### src/rtl/idec_pkg.sv
package idec_pkg;

   localparam int unsigned IDEC_IR_W      = 8;
   localparam int unsigned IDEC_NUM_CLASS = 6;

   // instruction class, value 0 means no class (illegal)
   typedef enum logic [2:0] {
      ICL_NONE  = 3'd0,
      ICL_TWO   = 3'd1,
      ICL_MEM   = 3'd2,
      ICL_ALU1  = 3'd3,
      ICL_SHIFT = 3'd4,
      ICL_RET   = 3'd5,
      ICL_SKIP  = 3'd6
   } iclass_e;

   // bit index of each class in the one-hot class vector
   localparam int unsigned CIX_TWO   = 0;
   localparam int unsigned CIX_MEM   = 1;
   localparam int unsigned CIX_ALU1  = 2;
   localparam int unsigned CIX_SHIFT = 3;
   localparam int unsigned CIX_RET   = 4;
   localparam int unsigned CIX_SKIP  = 5;

endpackage

### src/rtl/idec_class_match.sv
module idec_class_match
   import idec_pkg::*;
#(
   parameter int unsigned IR_W     = IDEC_IR_W,
   parameter int unsigned MODE_W   = 2,
   parameter logic [1:0]  BAD_MODE = 2'b11
) (
   input  logic [IR_W-1:0]           ir,
   output logic [IDEC_NUM_CLASS-1:0] class_hot,
   output logic                      no_class
);

   localparam int unsigned MODE_LSB = 2;

   if (IR_W != 8) begin : g_bad_width
      $error("idec_class_match: IR_W must be 8");
   end
   if (MODE_W != 2) begin : g_bad_mode_w
      $error("idec_class_match: MODE_W must be 2");
   end

   iclass_e cls;
   logic    mode_bad;

   assign mode_bad = (ir[MODE_LSB +: MODE_W] == BAD_MODE);

   always_comb begin
      cls = ICL_NONE;
      casez (ir)
         8'b0???????: cls = ICL_TWO;
         8'b10??????: cls = mode_bad ? ICL_NONE : ICL_MEM;
         8'b1100????: cls = ICL_ALU1;
         8'b1101????: cls = ICL_SHIFT;
         8'b111000??: cls = ICL_RET;
         8'b11110???: cls = ICL_SKIP;
         default:     cls = ICL_NONE;
      endcase
   end

   for (genvar k = 0; k < IDEC_NUM_CLASS; k++) begin : g_hot
      assign class_hot[k] = (cls == iclass_e'(k + 1));
   end

   assign no_class = (cls == ICL_NONE);

endmodule

### src/rtl/idec_special_ops.sv
module idec_special_ops #(
   parameter int unsigned ALU_W    = 3,
   parameter int unsigned MOP_W    = 2,
   parameter logic [2:0]  MOVE_OP  = 3'b000,
   parameter logic [2:0]  CMPR_OP  = 3'b110,
   parameter logic [1:0]  STORE_OP = 2'b01,
   parameter logic [1:0]  JUMP_OP  = 2'b10,
   parameter logic [1:0]  CALL_OP  = 2'b11
) (
   input  logic [ALU_W-1:0] alu_fn,
   input  logic [MOP_W-1:0] mem_op,
   input  logic             is_two,
   input  logic             is_mem,
   input  logic             is_ret,
   output logic             f_move,
   output logic             f_cmpr,
   output logic             f_store,
   output logic             f_jump,
   output logic             f_call,
   output logic             f_retn
);

   if (ALU_W != 3 || MOP_W != 2) begin : g_bad_width
      $error("idec_special_ops: field widths must be 3 and 2");
   end

   assign f_move  = is_two & (alu_fn == MOVE_OP);
   assign f_cmpr  = is_two & (alu_fn == CMPR_OP);
   assign f_store = is_mem & (mem_op == STORE_OP);
   assign f_jump  = is_mem & (mem_op == JUMP_OP);
   assign f_call  = is_mem & (mem_op == CALL_OP);
   assign f_retn  = is_ret;

endmodule

### src/rtl/idec_skip_eval.sv
module idec_skip_eval #(
   parameter int unsigned N_TESTS   = 2,
   parameter bit          INVERT_EN = 1'b1
) (
   input  logic               is_skip,
   input  logic               inv_bit,
   input  logic [N_TESTS-1:0] test_en,
   input  logic [N_TESTS-1:0] status,
   output logic               taken
);

   if (N_TESTS < 1) begin : g_bad_tests
      $error("idec_skip_eval: N_TESTS must be at least 1");
   end

   logic [N_TESTS-1:0] hit;
   logic               any_hit;
   logic               cond;

   for (genvar t = 0; t < N_TESTS; t++) begin : g_test
      assign hit[t] = test_en[t] & status[t];
   end

   assign any_hit = |hit;

   if (INVERT_EN) begin : g_inv
      assign cond = inv_bit ^ any_hit;
   end else begin : g_noinv
      logic unused_inv;
      assign unused_inv = inv_bit;
      assign cond = any_hit;
   end

   assign taken = is_skip & cond;

endmodule

### src/rtl/instr_class_decoder.sv
module instr_class_decoder
   import idec_pkg::*;
#(
   parameter int unsigned IR_W = IDEC_IR_W
) (
   input  logic [IR_W-1:0] ir_word,
   input  logic            a_sign,
   input  logic            carry,
   output logic            cls_two_addr,
   output logic            cls_mem_ref,
   output logic            cls_alu1,
   output logic            cls_shift,
   output logic            cls_return,
   output logic            cls_skip,
   output logic            op_move,
   output logic            op_cmpr,
   output logic            op_store,
   output logic            op_jump,
   output logic            op_call,
   output logic            op_retn,
   output logic            skip_taken,
   output logic            illegal
);

   localparam int unsigned ALU_LSB  = 4;
   localparam int unsigned ALU_W    = 3;
   localparam int unsigned MOP_LSB  = 4;
   localparam int unsigned MOP_W    = 2;
   localparam int unsigned N_TESTS  = 2;
   localparam int unsigned INV_BIT  = N_TESTS;

   if (IR_W != 8) begin : g_bad_width
      $error("instr_class_decoder: IR_W must be 8");
   end

   logic [IDEC_NUM_CLASS-1:0] class_hot;
   logic                      no_class;

   idec_class_match #(
      .IR_W     (IR_W),
      .MODE_W   (2),
      .BAD_MODE (2'b11)
   ) u_match (
      .ir        (ir_word),
      .class_hot (class_hot),
      .no_class  (no_class)
   );

   idec_special_ops #(
      .ALU_W (ALU_W),
      .MOP_W (MOP_W)
   ) u_ops (
      .alu_fn  (ir_word[ALU_LSB +: ALU_W]),
      .mem_op  (ir_word[MOP_LSB +: MOP_W]),
      .is_two  (class_hot[CIX_TWO]),
      .is_mem  (class_hot[CIX_MEM]),
      .is_ret  (class_hot[CIX_RET]),
      .f_move  (op_move),
      .f_cmpr  (op_cmpr),
      .f_store (op_store),
      .f_jump  (op_jump),
      .f_call  (op_call),
      .f_retn  (op_retn)
   );

   // test enable bit 1 selects the sign bit, bit 0 selects carry
   idec_skip_eval #(
      .N_TESTS   (N_TESTS),
      .INVERT_EN (1'b1)
   ) u_skip (
      .is_skip (class_hot[CIX_SKIP]),
      .inv_bit (ir_word[INV_BIT]),
      .test_en (ir_word[N_TESTS-1:0]),
      .status  ({a_sign, carry}),
      .taken   (skip_taken)
   );

   assign cls_two_addr = class_hot[CIX_TWO];
   assign cls_mem_ref  = class_hot[CIX_MEM];
   assign cls_alu1     = class_hot[CIX_ALU1];
   assign cls_shift    = class_hot[CIX_SHIFT];
   assign cls_return   = class_hot[CIX_RET];
   assign cls_skip     = class_hot[CIX_SKIP];
   assign illegal      = no_class;

endmodule

### config.mk
export PLATFORM = sky130hd
export DESIGN_NAME = instr_class_decoder
export DESIGN_NICKNAME = d
export VERILOG_FILES = /design/src/rtl/idec_pkg.sv /design/src/rtl/idec_class_match.sv /design/src/rtl/idec_special_ops.sv /design/src/rtl/idec_skip_eval.sv /design/src/rtl/instr_class_decoder.sv
export SDC_FILE = /design/constraint.sdc
export NUM_CORES = 1
export LEC_CHECK = 0
export BUFFER_PORTS_ARGS = -buffer_cell sky130_fd_sc_hd__buf_2
export CORE_AREA = 2 2 39 41
export DETAILED_ROUTE_END_ITERATION = 10
export DIE_AREA = 0 0 41 43
export PLACE_DENSITY_LB_ADDON = 0.08
export SYNTH_ARGS = -nofsm -noshare
export SYNTH_HDL_FRONTEND = slang
export SYNTH_SLANG_ARGS = --single-unit
### constraint.sdc
create_clock -name vclk -period 1
set_input_delay 0.1 -clock vclk [all_inputs]
set_output_delay 0.1 -clock vclk [all_outputs]
set_load 0.03 [all_outputs]
==> run_results.csv, run 1 <==
group,metric,value,unit
worst_hold_path,hold_class,"primary input to output pin",
global_routing,use_met2,15.00,%
global_routing,grt_pass1_vias,279,
critical_path,startpoint_type,"primary input",
timing,report.final.slew_viol_count,0,
worst_hold_path,hold_path_depth,3,
global_routing,grt_max_degree,7,
route,final_antenna_net_count,0,
logic_synthesis,yosys-top-cells-count,"nor2_1, inv_1, nand2_1, nand2b_1, nor4_1",
logic_synthesis,syn_inst,24,
critical_path,required,0.90,ns
logic_synthesis,yosysSeqAreaShare,0,%
timing,finalCritPeriodShare,96.64,%
global_routing,top_usage_layer,"met2",
pwr,p_per_area,393.0,nW/µm²
job,drv_cap,0,
logic_synthesis,synth_top_area_cell,"nor2_1",
timing,finalSetupTns,0,ns
critical_path,worstPathArrival,0.87,ns
timing,worst_hold_slack,0.5757,ns
route,drcViolationCount,0,
layout,seq_cells,0,
route,drtIter0Drc,1,
critical_path,critPathSlowestCell,"buf_4",
outcome,outcome,"completed",
global_routing,gr-total-overflow,0,
worst_hold_path,hold_start,"ir_word[3]",
layout,seqCellArea,0,µm²
logic_synthesis,ys_top_cells_by_area,"nor2_1, nand2b_1, nor4_1",
timing,tightest_slew,0.2258,ns
logic_synthesis,synth.avg_cell_area,5.995,µm²
placement,dp_hpwl,611.9,µm
floorplanning,core,1384,µm²
route,totalWireLength,691,µm
critical_path,end_kind,"output pin",
global_routing,grt_usage,7.800,%
global_routing,grt_pass1_wl,1.035,mm
critical_path,path_cells,"buf_4 -> buf_4 -> nor2b_4 -> o211ai_1 -> a21oi_1 -> buf_4",
worst_hold_path,hold_end,"op_retn",
timing,slew_headroom,84.83,%
timing,fmax,1035,MHz
route,firstDrtPassIters,4,
layout,clockBufferCount,0,
critical_path,cp_common_cell,"buf_4",
critical_path,cpLargestDelayFamily,"buffers and inverters",
placement,gp_congestion,0.6557,
clock_network,cts_hold_buf,0,
layout,drive_gt1_share,74.55,%
critical_path,critPathBufInv,3,
timing,hold_viol_final,0,
floorplanning,initial_utilization,10.40,%
logic_synthesis,yosysMostFrequentCell,"nor2_1",
route,vias_per_cell,4.197,
route,vias,298,
placement,numPortBuffers,24,
route,wire_per_inst,9.732,µm
critical_path,worstPathMaxFanout,3,
floorplanning,boundaryPins,24,
layout,layout.nets,67,
critical_path,critPathMaxStageDelay,0.17,ns
timing,rsz0062_at_grt,"true",
critical_path,path_class,"primary input to output pin",
global_routing,grt.met3_usage,0,%
layout,antenna_cells,0,
timing,setup_viol,0,
logic_synthesis,syn_area,143.9,µm²
timing,layout_min_cycle_time,0.9664,ns
logic_synthesis,synthDistinctLibCells,17,
critical_path,cp_num_cells,6,
floorplanning,row_count,14,
logic_synthesis,ys_warn_count,0,
pwr,vdd_drop_max,0.1044,mV
floorplanning,die_w,41,µm
layout,areaGrowthSynthToFinish,184.3,%
logic_synthesis,synth_top_area_share,10.43,%
pwr,p_leak,0.2169,nW
floorplanning,die-area,1763,µm²
global_routing,antenna_found_initial,0,
global_routing,grt_use_met1,9.524,%
floorplanning,die_h,43,µm
logic_synthesis,synth_fp_nets,34,
[stage by stage]
step                      instance area, µm²  util, %  std cells  setup WS, ns   power (W)
after floorplan                        178.9        -         24      -0.08706  0.00007096
after global placement                 371.6    26.85         71     -0.002994   0.0001491
after detailed placement               371.6    26.85         71      -0.02766   0.0001507
after CTS                              379.1    27.40         71      0.005748   0.0001536
after global routing                   409.1    29.57         71      -0.01776   0.0001748
final                                  409.1    29.57         71       0.03358   0.0001608
[area by class of cell]
cell class / instances / area [µm²]
Multi-Input combinational cell: 21 / 176.4
Timing Repair Buffer: 32 / 205.2
Inverter: 2 / 7.507
Tap cell: 16 / 20.02
Fill cell: 159 / 974.7
[repair_timing]
item	4_1_cts	5_1_grt
setup buffers	0	0
resized for setup	3	16
setup endpoints to repair	2	7
[power breakdown]
part / internal, W / total (W) / leakage (nW) / switching (W)
combinational: 0.0000719 / 0.000161 / 0.217 / 0.0000889
clock: 0 / 0 / 0 / 0
sequential: 0 / 0 / 0 / 0
[metal layers]
metal,wire (µm),up-vias
met3,66,0
met5,0,-
met4,0,0
met2,363,14
li1,-,147
met1,261,137
[cells in the final DEF (no fill, tap or decap)]
cell,count
buf_4,17
buf_2,14
nor2_1,4
inv_1,2
nor2b_4,1
o211ai_1,1
nand3b_1,1
a21oi_1,1
a211o_2,1
nand2_2,1
nor3_1,1
nand2b_1,1
nand2b_2,1
nor4_4,1
nand2_1,1
nor3_4,1
nor4_2,1
nor3b_2,1
a22oi_1,1
xnor2_1,1
and2_4,1
clkbuf_4,1
[worst max path at each step]
stage	startpoint	to	slack, ns
floorplan	ir_word[7]	op_call	-0.09
global placement	ir_word[6]	skip_taken	-0.003
detailed placement	ir_word[6]	cls_alu1	-0.03
CTS	ir_word[4]	cls_return	0.006
global route	ir_word[2]	illegal	-0.02
finish	ir_word[2]	illegal	0.03
[tightest hold or removal path, delay by kind of cell]
| family | cells | cell delay (ns) |
|---|---|---|
| AND/OR/NAND/NOR | 1 | 0.07 |
| buffers and inverters | 2 | 0.31 |
[logic make-up (layout without fill, tap and decap cells)]
group / Yosys count / count (layout) / share of synthesized area (%)
buffers and inverters: 3 / 34 / 10.44
xor gates and xnor gates: 1 / 1 / 6.088
and+or+nand+nor: 16 / 16 / 62.61
AOI/OAI and AO/OA: 4 / 4 / 20.87
Note: power is estimated with default switching activity, not from simulation.
==> inputs of run 2 (changes only) <==
--- a/config.mk
+++ b/config.mk
@@ -5,6 +5,7 @@
 export SDC_FILE = /design/constraint.sdc
 export NUM_CORES = 1
 export LEC_CHECK = 0
+export ABC_AREA = 1
 export BUFFER_PORTS_ARGS = -buffer_cell sky130_fd_sc_hd__buf_2
 export CORE_AREA = 2 2 39 41
 export DETAILED_ROUTE_END_ITERATION = 10
==> run_results.csv, run 2 <==
group,metric,value,unit
logic_synthesis,synth_mux_area_share,0,%
floorplanning,boundaryPins,24,
logic_synthesis,synthDistinctLibCells,10,
route,final_antenna_net_count,0,
floorplanning,die_w,41,µm
critical_path,end_kind,"output pin",
route,drcViolationCount,0,
global_routing,grt.met3_usage,0,%
timing,report.final.slew_viol_count,0,
timing,fmax,1039,MHz
logic_synthesis,synth-simple-area-share,68.10,%
critical_path,required,0.90,ns
critical_path,worstPathArrival,0.86,ns
layout,layout.nets,93,
pwr,clkPwrFrac,0,%
global_routing,grt_use_met1,12.97,%
timing,hold_viol_final,0,
global_routing,top_usage_layer,"met2",
timing,setup_viol,0,
layout,finish.utilization,37.88,%
floorplanning,row_count,14,
logic_synthesis,synth_top_area_cell,"inv_1",
logic_synthesis,synth_top_family_by_area,"simple AND/OR/NAND/NOR gates",
route,vias_per_cell,3.876,
critical_path,critPathSlowestCell,"clkbuf_4",
route,vias,376,
critical_path,worstPathMaxFanout,5,
layout,clockBufferCount,0,
timing,slew_headroom,87.30,%
pwr,p_per_area,387.9,nW/µm²
critical_path,cpLargestDelayFamily,"buffers and inverters",
timing,tightest_slew,0.1889,ns
timing,layout_min_cycle_time,0.9621,ns
pwr,pwr-share-comb,100.0,%
pwr,seq_power_share,0,%
placement,numPortBuffers,24,
route,wire_per_inst,7.804,µm
worst_hold_path,hold_class,"primary input to output pin",
critical_path,startpoint_type,"primary input",
pwr,power_switching,0.0001153,W
layout,seqCellArea,0,µm²
route,firstDrtPassIters,2,
logic_synthesis,yosysSeqAreaShare,0,%
layout,drive_gt1_share,60.49,%
pwr,switching_share,56.73,%
logic_synthesis,synth_top_area_share,23.93,%
outcome,outcome,"completed",
job,drv_cap,0,
placement,gp_congestion,0.6381,
critical_path,path_class,"primary input to output pin",
global_routing,grt_pass1_wl,1.186,mm
layout,seq_cells,0,
global_routing,use_met2,15.94,%
logic_synthesis,syn_inst,49,
logic_synthesis,ys_top_cells_by_area,"inv_1, nor2_1, nand2_1",
logic_synthesis,synth_compound_area_share,2.454,%
critical_path,path_cells,"clkbuf_4 -> nor2_4 -> nand2_4 -> buf_4 -> buf_4 -> inv_1 -> buf_4",
global_routing,grt_usage,9.191,%
timing,worst_hold_slack,0.5458,ns
floorplanning,core,1384,µm²
route,totalWireLength,757,µm
critical_path,critPathBufInv,5,
logic_synthesis,synth_xor_area_share,0,%
logic_synthesis,synth.avg_cell_area,4.162,µm²
route,drtIter0Drc,2,
layout,antenna_cells,0,
logic_synthesis,yosys-top-cells-count,"inv_1, nor2_1, nand2_1",
layout,layout_commonest_cell,"buf_2",
global_routing,gr-total-overflow,0,
layout,final_cell_mix,"buf_2, buf_4, inv_1, nor2_1, nand2_1",
global_routing,grt_max_degree,7,
floorplanning,die_h,43,µm
critical_path,critPathMaxStageDelay,0.15,ns
pwr,p_int,0.00008799,W
logic_synthesis,syn_area,203.9,µm²
timing,rsz0062_at_grt,"true",
global_routing,antenna_found_initial,0,
logic_synthesis,synth_fp_nets,59,
layout,areaGrowthSynthToFinish,157.1,%
critical_path,cp_common_cell,"buf_4",
logic_synthesis,ys_warn_count,0,
pwr,p_leak,0.3362,nW
pwr,total_power,0.0002033,W
floorplanning,initial_utilization,14.74,%
floorplanning,die-area,1763,µm²
layout,fillCellCount,157,
logic_synthesis,synthAdderAreaFrac,0,%
logic_synthesis,yosysMostFrequentCell,"inv_1",
pwr,vdd_drop_max,0.1111,mV
timing,finalCritPeriodShare,96.21,%
global_routing,grt_pass1_vias,294,
placement,dp_hpwl,667.1,µm
==> run 2: timing repair <==
action                                  4_1_cts  5_1_grt
hold buffers                                  0        0
pin swaps                                     1        5
endpoints found under the setup margin        1        2
setup buffers                                 0        1
cloned                                        0        0
gates resized for setup                       3       30
==> run 2: power by group through the flow <==
| stage | Sequential [W] | Clock (W) | Combinational [W] |
|---|---|---|---|
| after global routing | 0 | 0 | 0.000224 |
| after global placement | 0 | 0 | 0.000164 |
| after CTS | 0 | 0 | 0.000169 |
| after detailed placement | 0 | 0 | 0.000164 |
| final | 0 | 0 | 0.000203 |
| after floorplan | 0 | 0 | 0.0000860 |
==> run 2: worst paths after layout <==
kind | from | end | slack, ns | depth (start not counted)
min | ir_word[4] | op_move | 0.55 | 3
max | ir_word[5] | cls_alu1 | 0.04 | 7
==> run 2: worst min-delay path, stage by stage <==
cell    delay, ns
buf_4        0.13
nor4_2       0.06
buf_4        0.15
==> run 2: per-stage QoR <==
stage	instances	setup TNS, ns	area [µm²]	setup WS, ns
2_1_floorplan	49	0	225.2	0.0001908
3_3_place_gp	96	-0.04581	417.9	-0.04581
3_5_place_dp	96	-0.05045	417.9	-0.05045
4_1_cts	96	0	427.9	0.01619
5_1_grt	97	-0.05269	524.3	-0.02810
6_report	97	0	524.3	0.03794
==> run 2: layout make-up <==
cell class	instances	area (µm²)	share of cell area (%)
Tap cell	16	20.02	3.819
Timing Repair Buffer	33	226.5	43.20
Inverter	14	55.05	10.50
Multi-Input combinational cell	34	222.7	42.48
==> run 2: kinds of logic (layout without fill, tap and decap cells) <==
logic type / count (synthesis) / after routing
AO/OA/AOI/OAI: 1 / 1
buffers and inverters: 15 / 47
AND/OR/NAND/NOR: 33 / 33
==> run 2: routing by layer <==
metal  up-vias  part of all wire [%]
met5         -                     0
met4         0                     0
met3         0                   4.8
met2        14                    51
met1       154                    44
li1        208                     -
